[config.mk]
export PLATFORM = sky130hd
export DESIGN_NAME = rob_window
export DESIGN_NICKNAME = d
export VERILOG_FILES = /design/src/rtl/rob_pkg.sv /design/src/rtl/rob_pick.sv /design/src/rtl/rob_rename.sv /design/src/rtl/rob_arf.sv /design/src/rtl/rob_window.sv
export SDC_FILE = /design/constraint.sdc
export NUM_CORES = 1
export LEC_CHECK = 0
export BUFFER_PORTS_ARGS = -buffer_cell sky130_fd_sc_hd__buf_2
export CAP_MARGIN = 30
export CORE_UTILIZATION = 39
export CTS_BUF_LIST = sky130_fd_sc_hd__clkbuf_4
export CTS_CLUSTER_SIZE = 28
export DETAILED_ROUTE_END_ITERATION = 8
export PLACE_DENSITY = 0.58
export SLEW_MARGIN = 20
export SYNTH_ARGS = -nofsm -noshare
export SYNTH_HDL_FRONTEND = slang
export SYNTH_SLANG_ARGS = --single-unit
[constraint.sdc]
create_clock -name clk -period 3.35 [get_ports clk]
set_input_delay 0.1675 -clock clk [delete_from_list [all_inputs] [get_ports clk]]
set_output_delay 0.1675 -clock clk [all_outputs]
set_load 0.01 [all_outputs]
[src/rtl/rob_pkg.sv]
package rob_pkg;
    parameter int ROB_DEPTH = 4;     // power of two
    parameter int NUM_ARCH  = 8;
    parameter int DATA_W    = 16;
    parameter int OP_W      = 4;
    parameter int CAUSE_W   = 4;
    localparam int TAG_W = $clog2(ROB_DEPTH);
    localparam int REG_W = $clog2(NUM_ARCH);

    typedef logic [TAG_W-1:0]  tag_t;
    typedef logic [TAG_W:0]    ptr_t;
    typedef logic [REG_W-1:0]  reg_t;
    typedef logic [DATA_W-1:0] data_t;

    typedef struct packed {
        logic  p;
        data_t v;       // value when p, producer tag in low bits otherwise
    } operand_t;

    typedef struct packed {
        logic               used;
        logic               exec;
        logic               done;
        logic [OP_W-1:0]    op;
        operand_t           a;
        operand_t           b;
        logic               dst_en;
        reg_t               dst;
        data_t              data;
        logic               exc;
        logic [CAUSE_W-1:0] cause;
    } slot_t;

    function automatic logic ptr_full(ptr_t h, ptr_t t);
        return (h[TAG_W-1:0] == t[TAG_W-1:0]) && (h[TAG_W] != t[TAG_W]);
    endfunction
endpackage

[src/rtl/rob_pick.sv]
module rob_pick #(
    parameter int N = 4,
    parameter int W = 2
) (
    input  logic [N-1:0] rdy,
    input  logic [W-1:0] base,
    output logic         hit,
    output logic [W-1:0] idx
);
    logic [W-1:0] cand;
    always_comb begin
        hit  = 1'b0;
        idx  = base;
        cand = base;
        for (int k = 0; k < N; k++) begin
            cand = base + W'(k);
            if (!hit && rdy[cand]) begin
                hit = 1'b1;
                idx = cand;
            end
        end
    end
endmodule

[src/rtl/rob_rename.sv]
module rob_rename
    import rob_pkg::*;
(
    input  logic clk,
    input  logic rst,
    input  reg_t look_a,
    input  reg_t look_b,
    output logic hit_a,
    output tag_t tag_a,
    output logic hit_b,
    output tag_t tag_b,
    input  logic set_en,
    input  reg_t set_reg,
    input  tag_t set_tag,
    input  logic rel_en,
    input  reg_t rel_reg,
    input  tag_t rel_tag,
    input  logic inv_all
);
    logic [NUM_ARCH-1:0] map_v;
    tag_t                map_t [NUM_ARCH];

    assign hit_a = map_v[look_a];
    assign tag_a = map_t[look_a];
    assign hit_b = map_v[look_b];
    assign tag_b = map_t[look_b];

    always_ff @(posedge clk) begin
        if (rst || inv_all) begin
            map_v <= '0;
        end else begin
            for (int r = 0; r < NUM_ARCH; r++) begin
                if (set_en && set_reg == reg_t'(r)) begin
                    map_v[r] <= 1'b1;
                    map_t[r] <= set_tag;
                end else if (rel_en && rel_reg == reg_t'(r) && map_t[r] == rel_tag) begin
                    map_v[r] <= 1'b0;
                end
            end
        end
    end
endmodule

[src/rtl/rob_arf.sv]
module rob_arf
    import rob_pkg::*;
(
    input  logic  clk,
    input  logic  rst,
    input  reg_t  rd_a,
    output data_t q_a,
    input  reg_t  rd_b,
    output data_t q_b,
    input  logic  we,
    input  reg_t  wa,
    input  data_t wd
);
    data_t regs [NUM_ARCH];
    assign q_a = regs[rd_a];
    assign q_b = regs[rd_b];

    always_ff @(posedge clk) begin
        if (rst) begin
            for (int r = 0; r < NUM_ARCH; r++) regs[r] <= '0;
        end else if (we) begin
            regs[wa] <= wd;
        end
    end
endmodule

[src/rtl/rob_window.sv]
module rob_window
    import rob_pkg::*;
(
    input  logic               clk,
    input  logic               rst,
    input  logic               alloc_valid,
    input  logic [OP_W-1:0]    alloc_op,
    input  logic [REG_W-1:0]   alloc_src_a,
    input  logic [REG_W-1:0]   alloc_src_b,
    input  logic               alloc_dst_en,
    input  logic [REG_W-1:0]   alloc_dst,
    output logic               alloc_stall,
    output logic [TAG_W-1:0]   alloc_tag,
    output logic               disp_valid,
    output logic [TAG_W-1:0]   disp_tag,
    output logic [OP_W-1:0]    disp_op,
    output logic [DATA_W-1:0]  disp_a,
    output logic [DATA_W-1:0]  disp_b,
    input  logic               done_valid,
    input  logic [TAG_W-1:0]   done_tag,
    input  logic [DATA_W-1:0]  done_data,
    input  logic               done_exc,
    input  logic [CAUSE_W-1:0] done_cause,
    output logic               cmt_valid,
    output logic [TAG_W-1:0]   cmt_tag,
    output logic               cmt_dst_en,
    output logic [REG_W-1:0]   cmt_dst,
    output logic [DATA_W-1:0]  cmt_data,
    output logic               flush,
    output logic [CAUSE_W-1:0] flush_cause
);
    slot_t win [ROB_DEPTH];
    ptr_t  head_q, tail_q;
    tag_t  head_i, tail_i;
    slot_t head_e;
    logic  retire_go, alloc_go, wake_go;

    assign head_i    = head_q[TAG_W-1:0];
    assign tail_i    = tail_q[TAG_W-1:0];
    assign head_e    = win[head_i];
    assign retire_go = head_e.used && head_e.done;
    assign flush     = retire_go && head_e.exc;
    assign cmt_valid = retire_go && !head_e.exc;
    assign cmt_tag   = head_i;
    assign cmt_dst_en  = head_e.dst_en;
    assign cmt_dst     = head_e.dst;
    assign cmt_data    = head_e.data;
    assign flush_cause = head_e.cause;

    assign alloc_stall = ptr_full(head_q, tail_q) || flush;
    assign alloc_tag   = tail_i;
    assign alloc_go    = alloc_valid && !alloc_stall;
    assign wake_go     = done_valid && !done_exc;

    // rename map and committed registers
    logic  ren_ha, ren_hb;
    tag_t  ren_ta, ren_tb;
    data_t arf_a, arf_b;

    rob_rename ren_i (
        .clk(clk), .rst(rst),
        .look_a(alloc_src_a), .look_b(alloc_src_b),
        .hit_a(ren_ha), .tag_a(ren_ta), .hit_b(ren_hb), .tag_b(ren_tb),
        .set_en(alloc_go && alloc_dst_en), .set_reg(alloc_dst), .set_tag(tail_i),
        .rel_en(cmt_valid && head_e.dst_en), .rel_reg(head_e.dst), .rel_tag(head_i),
        .inv_all(flush)
    );

    rob_arf arf_i (
        .clk(clk), .rst(rst),
        .rd_a(alloc_src_a), .q_a(arf_a), .rd_b(alloc_src_b), .q_b(arf_b),
        .we(cmt_valid && head_e.dst_en), .wa(head_e.dst), .wd(head_e.data)
    );

    function automatic operand_t resolve(logic hit, tag_t t, data_t committed);
        operand_t o;
        if (!hit) begin
            o.p = 1'b1; o.v = committed;
        end else if (win[t].done) begin
            o.p = 1'b1; o.v = win[t].data;
        end else if (wake_go && done_tag == t) begin
            o.p = 1'b1; o.v = done_data;
        end else begin
            o.p = 1'b0; o.v = data_t'(t);
        end
        return o;
    endfunction

    operand_t new_a, new_b;
    assign new_a = resolve(ren_ha, ren_ta, arf_a);
    assign new_b = resolve(ren_hb, ren_tb, arf_b);

    // oldest-ready selection
    logic [ROB_DEPTH-1:0] rdy;
    tag_t                 pick_i;
    always_comb begin
        for (int i = 0; i < ROB_DEPTH; i++)
            rdy[i] = win[i].used && !win[i].exec && win[i].a.p && win[i].b.p;
    end

    rob_pick #(.N(ROB_DEPTH), .W(TAG_W)) pick_u (
        .rdy(rdy), .base(head_i), .hit(disp_valid), .idx(pick_i)
    );

    assign disp_tag = pick_i;
    assign disp_op  = win[pick_i].op;
    assign disp_a   = win[pick_i].a.v;
    assign disp_b   = win[pick_i].b.v;

    always_ff @(posedge clk) begin
        if (rst) begin
            for (int i = 0; i < ROB_DEPTH; i++) win[i] <= '0;
            head_q <= '0;
            tail_q <= '0;
        end else begin
            for (int i = 0; i < ROB_DEPTH; i++) begin
                if (wake_go && win[i].used) begin
                    if (!win[i].a.p && win[i].a.v[TAG_W-1:0] == done_tag) begin
                        win[i].a.p <= 1'b1;
                        win[i].a.v <= done_data;
                    end
                    if (!win[i].b.p && win[i].b.v[TAG_W-1:0] == done_tag) begin
                        win[i].b.p <= 1'b1;
                        win[i].b.v <= done_data;
                    end
                end
            end
            if (done_valid && win[done_tag].used) begin
                win[done_tag].done  <= 1'b1;
                win[done_tag].data  <= done_data;
                win[done_tag].exc   <= done_exc;
                win[done_tag].cause <= done_cause;
            end
            if (disp_valid) win[pick_i].exec <= 1'b1;
            if (alloc_go) begin
                win[tail_i] <= '{used: 1'b1, exec: 1'b0, done: 1'b0, op: alloc_op,
                                 a: new_a, b: new_b, dst_en: alloc_dst_en,
                                 dst: alloc_dst, data: '0, exc: 1'b0, cause: '0};
                tail_q <= tail_q + 1'b1;
            end
            if (cmt_valid) begin
                win[head_i].used <= 1'b0;
                head_q <= head_q + 1'b1;
            end
            if (flush) begin
                for (int i = 0; i < ROB_DEPTH; i++) win[i].used <= 1'b0;
                tail_q <= head_q;
            end
        end
    end
endmodule

# Word level (Yosys, flattened, before mapping)
# Memory sizes are Yosys's and may differ from the RTL's. A register that Yosys moved wholly into a read port is not among the register bits.
# Cells that the tools add are included.
# op_classes
add_sub_neg,5
order_cmp,6
eq_ne,34
muxes,165
bitwise,20
reduce_logical,101
# ops
operator,n
two-way mux 16 bit,9
two-way mux 1 bit,122
two-way mux 17 bit,6
logical AND 1 bit,62
== test 2 bit,19
two-way mux 3 bit,10
== test 3 bit (second input constant),8
two-way mux 2 bit,12
OR 1 bit,20
zero test 1 bit,18
nonzero test 2 bit,9
OR reduction 16 bit,1
OR reduction 2 bit,7
== test 3 x 2 -> 1 bit (second input constant),4
< comparator 2 x 3 -> 1 bit (second input constant),4
binary-select mux 1 bit (select 2 bit),4
< comparator 3 x 4 -> 1 bit (second input constant),2
adder 3 x 1 -> 3 bit (second input constant),2
binary-select mux 1 bit (select 3 bit),2
== test 3 x 1 -> 1 bit (second input constant),2
zero test 3 bit,2
adder 2 bit (second input constant),2
adder 2 x 1 -> 2 bit (second input constant),1
logical OR 1 bit,2
!= test 1 bit,1
# totals
regBits,14
ram_bits,408
wordCells,344
mem_count,3
# mem_list
name,words,width,read_ports,rd_ports_with_merged_regs,wr,line_no,text
win,4,66,9,1,8,rob_window.sv:32,slot_t win [ROB_DEPTH];
arf_i.regs,8,16,2,0,8,rob_arf.sv:14,data_t regs [NUM_ARCH];
ren_i.map_t,8,2,10,0,1,rob_rename.sv:21,tag_t map_t [NUM_ARCH];

# Logic depth before layout (Yosys ltp)
# An unclocked memory read counts as a cell.
# depth
depth_word,20
mapped_depth,11

# Modules after synthesis
# A second synthesis with hierarchy kept.
# unflattened
cells_unflattened,1652
hier_area_um2,23347.4
# by_module_without_submodules
mod,n_inst,cells_per_inst,area_each_um2,seq_area_each_um2
rob_window,1,1106,14939.3,7967.6
rob_arf,1,430,6916.6,3843.7
rob_rename,1,100,1395.1,640.6
rob_pick,1,16,96.3,0.0

# Worst setup path after synthesis
# OpenSTA, ideal clock, no wires.
# synth_path
path_kind,flip-flop to flip-flop
start,register (tool-made name)
end,memory win[3][0] (netlist bit) (enable)
setup_time_ps,525
t_arrival_ps,2738
required_ps,2825
setup_slack_ps,87
stages_incl_launch_ff,9
path_cell_list,dfxtp_1 buf_2 mux4_2 buf_4 o211ai_4 a211oi_2 clkbuf_1 nor2_1 o21ai_0
# synth_lines
element,line_no
end: declaration,rob_window.sv:32

==> impl_summary.txt <==
----------------------------------------------------
[Finish]
  Area of the multi-input gates ... 0.0101 sq mm
  Commonest non-fill, non-tap cell in the layout ... sky130_fd_sc_hd__edfxtp_1
  Filler instances ... 5252
  Core Util, Final ... 0.468
  Post-route non-filler standard cell count ... 2973
  Synth-to-layout area growth ... 17.5%
  Total Nets Final ... 2159
  Share of cells above drive strength 1 ... 0.282
  Most frequent cells in the layout ... sky130_fd_sc_hd__edfxtp_1 (396), sky130_fd_sc_hd__mux2i_1 (223), sky130_fd_sc_hd__nor2_1 (157)
  Register area ... 0.0125 sq mm

[Timing]
  Maximum clock frequency ... 306 MHz
  Setup Skew ... 0.0418 ns
  Endpoints failing hold ... 0
  Setup Total Neg Slack ... 0 ns
  Share of the clock period used by the worst path after layout ... 0.975
  Worst-margin pin slew ... 0.799 ns
  Tmin final ... 3.27 ns
  Total count of max-transition violations in the final report ... 0
  Setup Viol. Count Final ... 0
  Final Hold Slack ... 0.127 ns
  Headroom to the max-slew limit ... 0.463

[Global routing]
  Pin count of the biggest net entering global routing ... 69
  Number of antenna violations at the first check in global routing ... 1
  Global-route wire length before repair ... 106000 um
  Residual overflow from global routing ... 0
  GRT Overall Usage ... 0.237
  Via count of the first global-routing pass ... 17.0k

[Clocking]
  Clock slew seen by the registers of the worst setup and hold paths ... 0.07 ns
  Number of clock sinks seen by CTS ... 424
  CTS Root Buffer Type ... sky130_fd_sc_hd__clkbuf_4
  Worst skew pair latency ... 0.89 ns
  TritonCTS clock tree ... yes
  Total clock buffers created by CTS ... 111
  Longest Clk Path Bufs ... 3
  H-tree lvl count ... 3

[Floorplanning]
  Floorplan Core Area ... 0.0581 sq mm
  Rows ... 88
  Die area ... 0.0603 sq mm
  Starting Density ... 0.398
  Overall die width ... 246 um
  Number of top-level pins ... 111
  Die span in y ... 246 um

[Routing]
  DRC violation total after the first TritonRoute iteration ... 1403
  Post-route DRC violation count ... 0
  Vias/cell ... 5.61
  Number of nets still failing antenna checks after routing ... 0
  First-pass iteration count of the detailed router ... 5
  Overall routed net length ... 71300 um
  Detailed-route wire length per cell ... 24.0 um
  Routed vias ... 16.7k

[Synth]
  Cell taking the most area after synthesis ... sky130_fd_sc_hd__edfxtp_1
  Net count after synthesis ... 1932
  Number of instances in the synthesized netlist ... 1886
  Top post-synthesis cells by area ... sky130_fd_sc_hd__edfxtp_1 (51%), sky130_fd_sc_hd__mux2i_1 (10%), sky130_fd_sc_hd__mux4_2 (8.2%)
  Number of enable-type register cells in the synthesized netlist ... 396
  Share of the synthesized area in the top cell type ... 0.514
  Count of yosys warnings during synthesis ... 0
  Register bit count reported by yosys ... 424
  Syn_area_per_cell ... 12.3 sq um
  Sequential cell area fraction in the yosys report ... 0.538
  Post-Syn Area ... 0.0231 sq mm
  Post-synth cell types ... 70
  FFs w/ async S/R, synth ... 0
  Top_reg_cell synth ... sky130_fd_sc_hd__edfxtp_1

[Place]
  I/O Buffers ... 110
  Half-perimeter wire length of the detailed placement result ... 45100 um
  Inst Count DP ... 2703
  Final RePlAce weighted congestion ... 0.824

[Critical path]
  Capturing element type of the critical path ... primary output
  Critical path class ... reg -> out
  Worst Path Required ... 3.18 ns
  R2R Setup Slk ... 0.17 ns
  CP Data Arrival Time ... 3.10 ns
  Worst Setup Start Kind ... flip-flop
  Biggest fanout along the worst timing path ... 5

[Pwr]
  Ratio of total power to cell area ... 459 mW/mm^2
  Cell leakage power ... 10.6 nW
  Worst ir drop on vdd ... 0.263 mV

[Flow run]
  Max-Cap Viols ... 0

[Run status]
  Status ... completed

[Min path]
  Worst min-delay path class ... in -> reg

----------------------------------------------------
-- stage by stage --
stage	setup slack, ns	power, mW	area [sq um]
6_report	0.0846	12.5	27200
5_1_grt	-0.0110	13.0	27200
4_1_cts	-0.0209	12.6	27100
3_5_place_dp	0.146	7.87	24900
3_3_place_gp	0.178	7.84	24900
2_1_floorplan	0.0870	7.25	23100
-- report_power, final --
part / leakage [nW] / total, mW / internal (mW) / switching [mW]
clock network: 0.863 / 4.63 / 2.37 / 2.26
registers: 4.32 / 6.18 / 6.05 / 0.121
logic: 5.43 / 1.69 / 0.656 / 1.03
-- Yosys cell counts, drive strengths merged, types with 2 or more instances --
cell type and number:
a211oi 5, a21o 4, a21oi 55, a31oi 2
and2 120, and3 30, and4b 3, buf 57
clkbuf 93, dfxtp 28, edfxtp 396, ha 5
inv 27, mux2 53, mux2i 237, mux4 85
nand2 132, nand2b 7, nand3 40, nand3b 2
nand4 3, nand4b 4, nand4bb 2, nor2 158
nor2b 4, nor3 13, nor3b 3, nor4 15
nor4b 2, o211ai 2, o21a 2, o21ai 223
o22ai 4, o31ai 7, or3 8, or4 3
xnor2 9, xor2 32
-- cell families after synthesis --
family	share of synthesized area
AND/OR/NAND/NOR	0.121
flip-flops	0.538
multiplexers	0.212
AO/OA/AOI/OAI	0.0754
buffers and inverters	0.0344
XOR/XNOR	0.0163
adder cells (fa/ha/maj)	0.00270
-- sequential cells by signal, indices dropped and copies added, names as in the netlist, named ones only --
signal	cells
head_q	3
ren_i.map_v	8
arf_i.regs	128
tail_q	3
win	264
ren_i.map_t	16
-- path summary, 6_finish.rpt --
check                                       start          to  cells past startpoint
worst min register to register         win[3][64]  win[3][64]                      1
worst min-delay path                   done_valid  win[3][58]                      5
worst max register to register  ren_i.map_t[3][1]  win[0][49]                      8
worst max-delay path                   win[0][58]  disp_b[15]                     11
-- what timing repair did --
item | CTS | global route
setup buffers | 20 | 3
pin swaps | 8 | 6
resized for setup | 38 | 13
setup endpoints to repair | 46 | 26
gates cloned | 7 | 1
endpoints found under the hold margin | 280 | 0
hold buffers | 32 | 0
-- critical path: stages (launching register included) --
cell,delay (ns)
sky130_fd_sc_hd__edfxtp_1,0.44
sky130_fd_sc_hd__and4b_1,0.27
sky130_fd_sc_hd__o22ai_2,0.19
sky130_fd_sc_hd__a221oi_2,0.06
sky130_fd_sc_hd__o21ai_2,0.17
sky130_fd_sc_hd__o21ai_4,0.08
sky130_fd_sc_hd__buf_12,0.14
sky130_fd_sc_hd__buf_12,0.15
sky130_fd_sc_hd__buf_12,0.14
sky130_fd_sc_hd__mux2i_2,0.14
sky130_fd_sc_hd__mux2i_2,0.23
sky130_fd_sc_hd__buf_2,0.18
-- cell type report --
type	instances	area share
well taps	765	0.0352
clock inverters	53	0.0109
diodes	1	0.0000920
clock buffers	154	0.0425
inverters	28	0.00396
multi-input cells	1284	0.371
flip-flops and latches	424	0.458
repair buffers	264	0.0778
-- metal layers --
layer	GRT usage	routed length (um)	part of all wire
met5	0	0	0
met4	0.0886	2060	0.029
met3	0.0371	4550	0.064
met2	0.406	35400	0.50
met1	0.300	29200	0.41
Note: power is estimated with default switching activity, not from simulation.
